--- config.mk ---
export PLATFORM = sky130hd
export DESIGN_NAME = rx_ring_engine
export DESIGN_NICKNAME = d
export VERILOG_FILES = /design/src/rtl/rx_ring_engine.sv
export SDC_FILE = /design/constraint.sdc
export NUM_CORES = 1
export LEC_CHECK = 0
export BUFFER_PORTS_ARGS = -buffer_cell sky130_fd_sc_hd__buf_2
export CAP_MARGIN = 25
export CORE_MARGIN = 2
export CORE_UTILIZATION = 63
export DETAILED_ROUTE_END_ITERATION = 8
export PLACE_DENSITY_LB_ADDON = 0.15
export SKIP_CTS_REPAIR_TIMING = 1
export SLEW_MARGIN = 20
export SYNTH_ARGS = -nofsm -noshare
export SYNTH_HDL_FRONTEND = slang
export SYNTH_SLANG_ARGS = --single-unit
--- constraint.sdc ---
create_clock -name clk -period 3.6 [get_ports clk]
set_input_delay 0.18 -clock clk [delete_from_list [all_inputs] [get_ports clk]]
set_output_delay 0.18 -clock clk [all_outputs]
set_load 0.02 [all_outputs]
--- src/rtl/rx_ring_engine.sv ---
module rx_ring_engine #(
  parameter int ADDR_W    = 24,
  parameter int DESC_BASE = 0,
  parameter int BUF_BASE  = 128,
  parameter int BUF_BYTES = 1544,
  parameter int RING_LOG  = 4
) (
  input  logic              clk,
  input  logic              rst_n,
  input  logic              stop_i,
  input  logic              pkt_valid,
  input  logic              pkt_sop,
  input  logic              pkt_eop,
  input  logic [7:0]        pkt_data,
  output logic              pkt_ready,
  output logic              mem_req,
  output logic              mem_we,
  output logic [ADDR_W-1:0] mem_addr,
  output logic [7:0]        mem_wdata,
  input  logic [7:0]        mem_rdata,
  output logic              can_rx,
  output logic              rx_done
);
  localparam int RING  = 1 << RING_LOG;
  localparam int OFF_W = $clog2(BUF_BYTES + 1);
  localparam logic [OFF_W-1:0]    OFF_MAX  = OFF_W'(BUF_BYTES);
  localparam logic [RING_LOG-1:0] LAST_CNT = RING_LOG'(RING - 2);
  localparam logic [7:0] ST_FREE = 8'h80;
  localparam logic [7:0] ST_DONE = 8'h03;

  typedef enum logic [2:0] {IDLE, SCAN, SWAIT, COPY, DROP, LENH, LENL, STAT} st_t;

  st_t                 st;
  logic [RING_LOG-1:0] ptr, idx, cnt, poll_idx, poll_q;
  logic [OFF_W-1:0]    off;
  logic [RING-1:0]     owned;
  logic                poll_v, done_q;
  logic [15:0]         len;
  logic [ADDR_W-1:0]   desc_a, buf_a, poll_a;

  assign len    = 16'(off) + 16'd4;
  assign desc_a = ADDR_W'(DESC_BASE) + (ADDR_W'(idx) << 3);
  assign poll_a = ADDR_W'(DESC_BASE) + (ADDR_W'(poll_idx) << 3) + ADDR_W'(2);
  assign buf_a  = ADDR_W'(BUF_BASE) + ADDR_W'(idx) * ADDR_W'(BUF_BYTES) + ADDR_W'(off);

  assign pkt_ready = !stop_i && (st == COPY || st == DROP || (st == IDLE && !pkt_sop));
  assign can_rx    = !stop_i && (|owned);
  assign rx_done   = done_q;

  always_comb begin
    mem_req   = 1'b0;
    mem_we    = 1'b0;
    mem_addr  = '0;
    mem_wdata = '0;
    if (!stop_i) begin
      case (st)
        IDLE: begin mem_req = 1'b1; mem_addr = poll_a; end
        SCAN: begin mem_req = 1'b1; mem_addr = desc_a + ADDR_W'(2); end
        COPY: begin
          mem_req   = pkt_valid && (off < OFF_MAX);
          mem_we    = 1'b1;
          mem_addr  = buf_a;
          mem_wdata = pkt_data;
        end
        LENH: begin mem_req = 1'b1; mem_we = 1'b1; mem_addr = desc_a + ADDR_W'(6); mem_wdata = len[15:8]; end
        LENL: begin mem_req = 1'b1; mem_we = 1'b1; mem_addr = desc_a + ADDR_W'(7); mem_wdata = len[7:0]; end
        STAT: begin mem_req = 1'b1; mem_we = 1'b1; mem_addr = desc_a + ADDR_W'(2); mem_wdata = ST_DONE; end
        default: ;
      endcase
    end
  end

  always_ff @(posedge clk) begin
    if (!rst_n) begin
      st       <= IDLE;
      ptr      <= '0;
      idx      <= '0;
      cnt      <= '0;
      off      <= '0;
      owned    <= '0;
      poll_idx <= '0;
      poll_q   <= '0;
      poll_v   <= 1'b0;
      done_q   <= 1'b0;
    end else if (stop_i) begin
      st     <= IDLE;
      poll_v <= 1'b0;
      done_q <= 1'b0;
    end else begin
      done_q <= (st == STAT);
      poll_v <= (st == IDLE);
      poll_q <= poll_idx;
      if (st == IDLE) poll_idx <= poll_idx + 1'b1;
      if (poll_v) owned[poll_q] <= (mem_rdata == ST_FREE);
      case (st)
        IDLE: if (pkt_valid && pkt_sop) begin
          st  <= SCAN;
          idx <= ptr;
          cnt <= '0;
        end
        SCAN: st <= SWAIT;
        SWAIT: begin
          owned[idx] <= (mem_rdata == ST_FREE);
          if (mem_rdata == ST_FREE) begin
            st  <= COPY;
            off <= '0;
          end else if (cnt == LAST_CNT) begin
            st <= DROP;
          end else begin
            idx <= idx + 1'b1;
            cnt <= cnt + 1'b1;
            st  <= SCAN;
          end
        end
        COPY: if (pkt_valid) begin
          if (off < OFF_MAX) off <= off + 1'b1;
          if (pkt_eop) st <= LENH;
        end
        DROP: if (pkt_valid && pkt_eop) st <= IDLE;
        LENH: st <= LENL;
        LENL: st <= STAT;
        STAT: begin
          owned[idx] <= 1'b0;
          ptr        <= idx + 1'b1;
          st         <= IDLE;
        end
        default: st <= IDLE;
      endcase
    end
  end
endmodule

==> impl_metrics.py, run 1 <==
metrics = {
    "placement": {
        "place_congestion": 0.893,
        "dp_cells": 634,
        "placement.io_buffers": 50,
        "place_ws_ns": 0.852,
        "hpwlAfterDp_um": 7820,
    },
    "final_layout": {
        "nets": 622,
        "drive_gt1_frac": 0.145,
        "nFillCells": 539,
        "regArea_um2": 1040,
        "area_growth_pct": 7.53,
        "multi_input_area_um2": 2900,
        "antenna_cells": 0,
        "stdcell_count": 643,
    },
    "floorplanning": {
        "rows": 29,
        "die_w_um": 85.8,
        "initial_core_util": 0.657,
        "dieArea_um2": 7370,
        "design.portCount": 59,
        "die_h_um": 85.8,
        "core_um2": 6420,
    },
    "critical_path": {
        "cp-start-kind": "flop",
        "arrival_ns": 2.95,
        "crit_type": "flop to primary output",
        "r2r-end": "owned[5]",
        "cp_slowest_cell": "dfxtp_1",
        "critPathRequiredTime_ns": 3.42,
        "worst-path-buf-inv": 2,
        "reg2reg_depth": 5,
        "crit_top_cell": "ha_1",
        "cpPeakStageDelay_ns": 0.50,
        "critPathTopFamily": "adder cells",
        "endpoint_kind": "primary output",
        "rrSetupSlack_ns": 1.02,
        "crit_chain": "inv_1 -> ha_1 -> ha_1 -> ha_1 -> a21oi_1 -> nor2b_1 -> o221ai_1 -> xor2_1 -> nor2_1 -> buf_2",
        "path_max_fanout": 8,
        "r2r_start": "st[0]",
    },
    "clocking": {
        "cts_sinks": 52,
        "path_clk_slew_ns": 0.10,
        "clock_latency_ns": 0.31,
        "root_buffer": "clkbuf_8",
        "clk_path_buf_depth": 2,
        "numCtsBuffers": 5,
        "htree_levels": 2,
        "cts_tree": "yes",
    },
    "synth": {
        "synth_commonest_cells": "58 x nand2_1, 57 x nor2_1, 52 x dfxtp_1",
        "synth_warnings": 0,
        "ys_ff_latch": 52,
        "synthCells": 536,
        "synth.most_common_cell": "nand2_1",
        "seq_area_frac_synth": 0.247,
        "synth_async_sr_flop_share": 0,
        "yosys.area.top_type": "dfxtp_1",
        "synth.area.top_cells": "dfxtp_1 25%, ha_1 10%, nand2_1 5.2%",
        "synthDistinctLibCells": 68,
        "synth_edf_count": 0,
        "synth-main-ff-cell": "dfxtp_1",
        "synth.top_cell.area_share": 0.247,
        "synthesis.area_um2": 4220,
        "syn_area_per_cell_um2": 7.87,
    },
    "route": {
        "drt_first_pass_iters": 7,
        "drtAntennaViolNets": 0,
        "num_vias": 4116,
        "drc": 0,
        "vias_per_cell": 6.40,
        "drt_wl_total_um": 10700,
        "wire_per_inst_um": 16.7,
        "drt_iter0_drc": 265,
    },
    "run_status": {
        "status": "finished clean",
    },
    "min_path": {
        "hold_end": "ptr[3]",
        "hold_path_depth": 3,
        "min_path_type": "input pin to flop",
        "hp-start": "rst_n",
    },
    "pwr": {
        "swShare": 0.242,
        "p_clk_frac": 0.437,
        "switchingPower_mw": 0.311,
        "power_frac_seq": 0.466,
        "p_leak_nw": 1.88,
        "ir_worst_vdd_uv": 192,
        "pwr-share-comb": 0.098,
        "p_per_area_nw_per_um2": 283,
        "p_int_mw": 0.971,
    },
    "timing": {
        "fmax_mhz": 319,
        "worst_pin_slew_ns": 1.00,
        "min_period_ns": 3.13,
        "setup_viol": 0,
        "timing.final.crit_share": 0.870,
        "rsz0062_at_grt": "no",
        "final.setup.tns_ns": 0,
        "hold_viol": 0,
        "clock_skew_ns": 0.00625,
        "setup_slack_ns": 0.467,
        "max_slew_margin": 0.326,
        "maxSlewViolCount": 0,
    },
    "global_route": {
        "overflow": 0,
        "grt_usage": 0.304,
        "grt_pass1_wl_um": 18500,
        "grt_pass1_vias": 3982,
        "antenna_found_initial": 0,
        "grt_max_degree": 41,
    },
    "run": {
        "maxCapViolations": 0,
    },
}
## tightest hold or removal path: stages
cell	delay [ns]
buf_2	0.22
o21ai_0	0.12
a21oi_1	0.04
## registers in the layout, summed over array words and instances (netlist names)
| signal | count |
|---|---|
| poll_q | 4 |
| off | 11 |
| poll_v | 1 |
| ptr | 4 |
| idx | 4 |
| owned | 16 |
| st | 3 |
| cnt | 4 |
| poll_idx | 4 |
| rx_done | 1 |
## metrics by stage
step / power, mW / cell area, um^2 / util / hold slack, ns
after floorplan: 0.704 / 4250 / - / 0.442
after global placement: 0.729 / 4370 / 0.680 / 0.460
after detailed placement: 0.732 / 4370 / 0.680 / 0.474
after CTS: 1.28 / 4530 / 0.705 / 0.295
after global routing: 1.32 / 4540 / 0.706 / 0.310
final: 1.28 / 4540 / 0.706 / 0.298
## area by class of cell
| class | count | area share |
|---|---|---|
| clock buffer | 5 | 0.0152 |
| clock inverter | 3 | 0.0199 |
| timing repair buffer | 54 | 0.0626 |
| inverter | 16 | 0.0132 |
| multi-input combinational | 436 | 0.638 |
| tap | 77 | 0.0212 |
| sequential | 52 | 0.229 |
## cell usage in the layout, fill, tap and decap left out, drive strengths merged, types with 10 or more instances in the layout
cell / netlist / layout
mux2i: 20 / 20
a21oi: 34 / 34
nand4: 17 / 17
nand2: 58 / 58
a21o: 15 / 15
a22oi: 12 / 12
ha: 34 / 34
inv: 16 / 16
nor2: 58 / 58
or3: 10 / 10
dfxtp: 52 / 52
o21ai: 24 / 24
nand3: 19 / 19
buf: 24 / 54
xor2: 11 / 11
xnor2: 11 / 11
## cell families (layout without fill, tap and decap cells)
kind of cell / Yosys count / in the layout / share of synthesized area
simple gates: 212 / 212 / 0.251
other cells: 1 / 8 / 0.000889
mux: 24 / 24 / 0.0581
xor+xnor: 22 / 22 / 0.0457
compound gates: 135 / 135 / 0.219
fa+ha+maj: 35 / 35 / 0.106
flops: 52 / 52 / 0.247
buf+inv: 55 / 78 / 0.0730
## worst max path at each step
stage,from,end,slack [ns],depth (start not counted)
floorplan,idx[0],mem_addr[15],0.84,8
global placement,idx[0],mem_addr[13],0.99,10
finish,idx[0],mem_addr[13],0.47,10
CTS,idx[0],mem_addr[13],0.49,10
detailed placement,idx[0],mem_addr[13],0.85,10
global route,idx[0],mem_addr[13],0.25,10
## layer usage
layer  part of all wire  global-route usage
met5                  0                   0
met4              0.021               0.107
met3              0.065              0.0481
met2               0.47               0.513
met1               0.44               0.394
## power by group through the flow
stage,Combinational (mW),Sequential [mW],Clock (mW)
floorplan,0.102,0.602,0
global placement,0.119,0.609,0
detailed placement,0.122,0.610,0
CTS,0.123,0.596,0.558
global route,0.138,0.599,0.587
finish,0.125,0.597,0.560
(Power assumes the default switching activity.)
==> inputs of run 2 (changes only) <==
ABC_AREA = 1   (was unset)
CORE_UTILIZATION = 64   (was 63)
RECOVER_POWER = 100   (was unset)
==> run 2 against run 1 <==
Count of clock-buffer cells in the layout stayed put. Highest routed layer unchanged. Utilization is 1.7 points lower. Synthesized area is 6.0% higher. Non-clock buffer count is 4 lower. Cell count is 30% higher.
==> impl_metrics.py, run 2 <==
metrics = {
    "route": {
        "wire_per_inst_um": 14.1,
        "num_vias": 4813,
        "drt_wl_total_um": 11800,
        "vias_per_cell": 5.75,
        "drtAntennaViolNets": 0,
        "drt_first_pass_iters": 7,
        "drc": 0,
        "drt_iter0_drc": 372,
    },
    "timing": {
        "hold_viol": 0,
        "rsz0062_at_grt": "no",
        "clock_skew_ns": 0.0129,
        "setup_viol": 0,
        "max_slew_margin": 0.509,
        "maxSlewViolCount": 0,
        "setup_slack_ns": 0.546,
        "min_period_ns": 3.05,
        "fmax_mhz": 327,
        "timing.final.crit_share": 0.848,
        "final.setup.tns_ns": 0,
        "worst_pin_slew_ns": 0.733,
    },
    "synth": {
        "synthMuxAreaShare": 0.00224,
        "seq_area_frac_synth": 0.233,
        "synth.most_common_cell": "nand2_1",
        "synth_commonest_cells": "149 x nand2_1, 109 x nor2_1, 72 x nand3_1",
        "synth_top_family_by_area": "simple AND/OR/NAND/NOR gates",
        "synthAdderAreaFrac": 0.0996,
        "synthDistinctLibCells": 47,
        "synth_warnings": 0,
        "synth-main-ff-cell": "dfxtp_1",
        "synth_compound_area_frac": 0.170,
        "yosys.area.top_type": "dfxtp_1",
        "synthesis.area_um2": 4470,
        "synth_edf_count": 0,
        "synth_async_sr_flop_share": 0,
        "synth_xor_area_frac": 0.0196,
        "syn_area_per_cell_um2": 6.36,
        "synth.top_cell.area_share": 0.233,
        "ys_ff_latch": 52,
        "synthSimpleGateAreaFrac": 0.374,
        "synthCells": 703,
        "synth.area.top_cells": "dfxtp_1 23%, nand2_1 13%, ha_1 9.5%",
    },
    "floorplanning": {
        "die_w_um": 87.6,
        "rows": 30,
        "core_um2": 6790,
        "design.portCount": 59,
        "dieArea_um2": 7670,
        "initial_core_util": 0.658,
        "die_h_um": 87.6,
    },
    "final_layout": {
        "largest_register": "owned",
        "largestRegisters": "owned x16, off x11",
        "largest_reg_flops": 16,
        "drive_gt1_frac": 0.0729,
        "area_growth_pct": 4.64,
        "final_cell_mix": "155 x nand2_1, 112 x nor2_1, 73 x nand3_1",
        "nets": 797,
        "antenna_cells": 0,
        "layout_commonest_cell": "nand2_1",
    },
    "global_route": {
        "grt_max_degree": 36,
        "grt_usage": 0.312,
        "antenna_found_initial": 0,
        "overflow": 0,
        "grt_pass1_wl_um": 19600,
        "grt_pass1_vias": 4441,
    },
    "pwr": {
        "power_frac_seq": 0.532,
        "p_per_area_nw_per_um2": 248,
        "p_clk_frac": 0.299,
        "p_leak_nw": 1.97,
        "switchingPower_mw": 0.359,
        "p_int_mw": 0.801,
        "ir_worst_vdd_uv": 147,
        "pwr-share-comb": 0.170,
        "swShare": 0.310,
    },
    "placement": {
        "hpwlAfterDp_um": 8990,
        "place_ws_ns": 0.964,
        "place_congestion": 0.952,
        "placement.io_buffers": 50,
    },
    "clocking": {
        "htree_levels": 2,
        "clk_path_buf_depth": 2,
        "cts_sinks": 52,
        "cts_tree": "yes",
        "clock_latency_ns": 0.31,
        "numCtsBuffers": 5,
        "root_buffer": "clkbuf_8",
        "path_clk_slew_ns": 0.10,
    },
    "run_status": {
        "status": "finished clean",
    },
    "critical_path": {
        "path_max_fanout": 10,
        "endpoint_kind": "primary output",
        "cp-start-kind": "flop",
        "critPathRequiredTime_ns": 3.42,
        "arrival_ns": 2.87,
        "crit_type": "flop to primary output",
    },
    "run": {
        "maxCapViolations": 0,
    },
    "min_path": {
        "min_path_type": "input pin to flop",
    },
}
## run 2: changes by cell type after synthesis, moves of 8 or more
cell and change:
o21bai_1 +9, a21o_1 -15, nand3_1 +53, nand2_1 +91
inv_1 +48, a22oi_1 -12, mux2i_1 -19, or3_1 -10
nor2_1 +52, nand4_1 -12, a21oi_1 +16, xnor2_1 -8
o21ai_0 +25
## run 2: power by group through the flow
stage	Clock (mW)	Combinational (mW)	Sequential (mW)
after CTS	0.351	0.200	0.615
after global routing	0.369	0.220	0.619
after floorplan	0	0.157	0.623
after detailed placement	0	0.198	0.629
final	0.347	0.197	0.617
after global placement	0	0.192	0.627
## run 2: area by class of cell
class | count | area [um^2]
clock buffer | 5 | 68.8
clock inverter | 3 | 22.5
fill | 630 | 2110
inverter | 70 | 265
multi-input combinational | 561 | 2950
sequential | 52 | 1040
tap | 96 | 120
timing repair buffer | 50 | 215
## run 2: kinds of logic (layout without fill, tap and decap cells)
logic type,Yosys count,after routing
AND/OR/NAND/NOR,374,374
other,1,8
buffers and inverters,97,128
XOR/XNOR,10,10
AO/OA/AOI/OAI,133,133
flip-flops,52,52
adder cells (fa/ha/maj),35,35
multiplexers,1,1
## run 2: worst paths after layout
path	depth (start not counted)	endpoint	start	slack (ns)
worst min register to register	2	owned[13]	owned[13]	0.49
worst max register to register	7	off[9]	st[2]	0.69
worst min-delay path	4	st[0]	pkt_eop	0.20
worst max-delay path	11	mem_addr[13]	idx[0]	0.55
## run 2: worst max-delay path: stages, from the launching register on
cell      delay [ns]
dfxtp_1         0.54
inv_1           0.11
ha_1            0.33
ha_1            0.28
ha_1            0.31
nand2_1         0.11
nor3_1          0.22
nand3_1         0.13
nand3_1         0.15
nor2_1          0.05
nor2_1          0.10
clkbuf_1        0.23
## run 2: routing by layer
metal / share of wire / up-vias / global-route usage
met5: 0 / - / 0
met4: 0.013 / 0 / 0.102
met3: 0.078 / 17 / 0.0415
met2: 0.48 / 231 / 0.530
met1: 0.43 / 2186 / 0.409
li1: - / 2379 / -
## run 2: metrics by stage
stage / utilization / hold slack, ns / std cells / total power [mW] / area [um^2]
after global routing: 0.689 / 0.240 / 837 / 1.21 / 4680
after global placement: 0.689 / 0.458 / 829 / 0.819 / 4680
after detailed placement: 0.689 / 0.464 / 829 / 0.827 / 4680
final: 0.689 / 0.199 / 837 / 1.16 / 4680
after CTS: 0.702 / 0.188 / 837 / 1.17 / 4770
after floorplan: - / 0.403 / 710 / 0.779 / 4500
==> inputs of run 3 (changes only) <==
CORE_UTILIZATION = 53   (was 64)
clock period = 2.7 ns   (was 3.6 ns; I/O delays follow)
==> run 3 against run 2 <==
Utilization down 9.9 points. Critical endpoint is now mem_addr[9]. Critical path depth fell by 1. Sequential power is 32% higher. Combinational power rose by 48%. First-iteration DRC count decreased by 34%.
==> impl_metrics.py, run 3 (synthesis gave the netlist of run 2 again) <==
metrics = {
    "critical_path": {
        "reg2reg_depth": 9,
        "crit_type": "flop to primary output",
        "critPathRequiredTime_ns": 2.57,
        "endpoint_kind": "primary output",
        "rrSetupSlack_ns": 0.28,
        "arrival_ns": 2.46,
        "cp-start-kind": "flop",
        "r2r_start": "st[2]",
        "r2r-end": "cnt[0]",
        "path_max_fanout": 6,
    },
    "placement": {
        "hpwlAfterDp_um": 9080,
        "place_ws_ns": 0.253,
        "placement.io_buffers": 50,
        "place_congestion": 0.932,
    },
    "route": {
        "met2_length_um": 5600,
        "drtAntennaViolNets": 0,
        "drc": 0,
        "wl_met1_um": 5210,
        "wire_per_inst_um": 14.0,
        "num_vias": 4808,
        "vias_per_cell": 5.64,
        "drt_first_pass_iters": 5,
        "dr_wl_met3_um": 885,
        "drt_wl_total_um": 11900,
        "drt_iter0_drc": 244,
        "dr.max_layer_used": "met4",
    },
    "floorplanning": {
        "rows": 33,
        "die_w_um": 95.9,
        "core_um2": 8220,
        "design.portCount": 59,
        "dieArea_um2": 9190,
        "initial_core_util": 0.544,
        "die_h_um": 95.9,
    },
    "global_route": {
        "grt_usage": 0.268,
        "overflow": 0,
        "grt_max_degree": 36,
        "grt_pass1_vias": 4357,
        "grt_pass1_wl_um": 19700,
        "antenna_found_initial": 0,
    },
    "final_layout": {
        "multi_input_area_um2": 3030,
        "layout_commonest_cell": "nand2_1",
        "drive_gt1_frac": 0.116,
        "largestRegisters": "owned x16, off x11",
        "regArea_um2": 1050,
        "final_cell_mix": "153 x nand2_1, 111 x nor2_1, 71 x nand3_1",
        "nets": 804,
        "area_growth_pct": 8.45,
        "nFillCells": 821,
        "largest_register": "owned",
        "largest_reg_flops": 16,
        "antenna_cells": 0,
    },
    "min_path": {
        "min_path_type": "input pin to flop",
        "hold_path_depth": 4,
        "hp-start": "pkt_eop",
        "hold_end": "st[0]",
    },
    "timing": {
        "rsz0062_at_grt": "no",
        "clock_skew_ns": 0.0112,
        "max_slew_margin": 0.402,
        "setup_slack_ns": 0.109,
        "min_period_ns": 2.59,
        "maxSlewViolCount": 0,
        "setup_viol": 0,
        "fmax_mhz": 386,
        "hold_viol": 0,
        "timing.final.crit_share": 0.959,
        "worst_pin_slew_ns": 0.897,
        "final.setup.tns_ns": 0,
        "hold_ws_ns": 0.182,
    },
    "pwr": {
        "ir_worst_vdd_uv": 222,
        "power.total_mw": 1.57,
        "p_leak_nw": 2.05,
        "p_per_area_nw_per_um2": 324,
    },
    "clocking": {
        "clock_latency_ns": 0.31,
        "cts_sinks": 52,
        "clk_path_buf_depth": 2,
        "numCtsBuffers": 5,
        "cts_tree": "yes",
        "htree_levels": 2,
        "root_buffer": "clkbuf_8",
        "path_clk_slew_ns": 0.11,
    },
    "run_status": {
        "status": "finished clean",
    },
    "run": {
        "maxCapViolations": 0,
    },
}
-- run 3: routing by layer --
metal  up-vias  global-route usage
met4         0              0.0929
met1      2181               0.342
met2       204               0.460
met3        23              0.0392
met5         -                   0
li1       2400                   -
-- run 3: how the worst max path moves through the flow --
stage,start,to,slack (ns),depth (start not counted)
floorplan,idx[0],mem_addr[13],0.32,10
global placement,idx[1],mem_addr[13],0.33,11
detailed placement,idx[1],mem_addr[13],0.25,11
CTS,idx[1],mem_addr[13],-0.10,11
global route,idx[1],mem_addr[13],0.003,12
finish,idx[3],mem_addr[9],0.11,10
-- run 3: metrics by stage --
step	utilization	area [um^2]	cells
2_1_floorplan	-	4500	710
3_3_place_gp	0.576	4730	843
6_report	0.590	4850	853
3_5_place_dp	0.576	4730	843
4_1_cts	0.586	4820	851
5_1_grt	0.590	4850	853
-- run 3: layout make-up --
type | count | area share
repair buffers | 57 | 0.0575
well taps | 105 | 0.0271
multi-input cells | 561 | 0.625
flip-flops and latches | 52 | 0.217
clock buffers | 6 | 0.0150
clock inverters | 2 | 0.00335
inverters | 70 | 0.0549
-- run 3: report_power, final --
part / leakage, nW / internal [mW] / total, mW / switching (mW)
sequential: 0.426 / 0.791 / 0.816 / 0.0253
clock: 0.0414 / 0.185 / 0.462 / 0.277
combinational: 1.58 / 0.105 / 0.292 / 0.187
total: 2.05 / 1.08 / 1.57 / 0.489
-- run 3: worst max-delay path: stages, from the launching register on --
cell,delay (ns)
dfxtp_1,0.33
buf_4,0.16
ha_1,0.28
ha_1,0.37
a21oi_1,0.11
o21ai_0,0.26
inv_1,0.08
nand2_1,0.08
nor2_1,0.04
nor3b_1,0.21
clkbuf_2,0.21
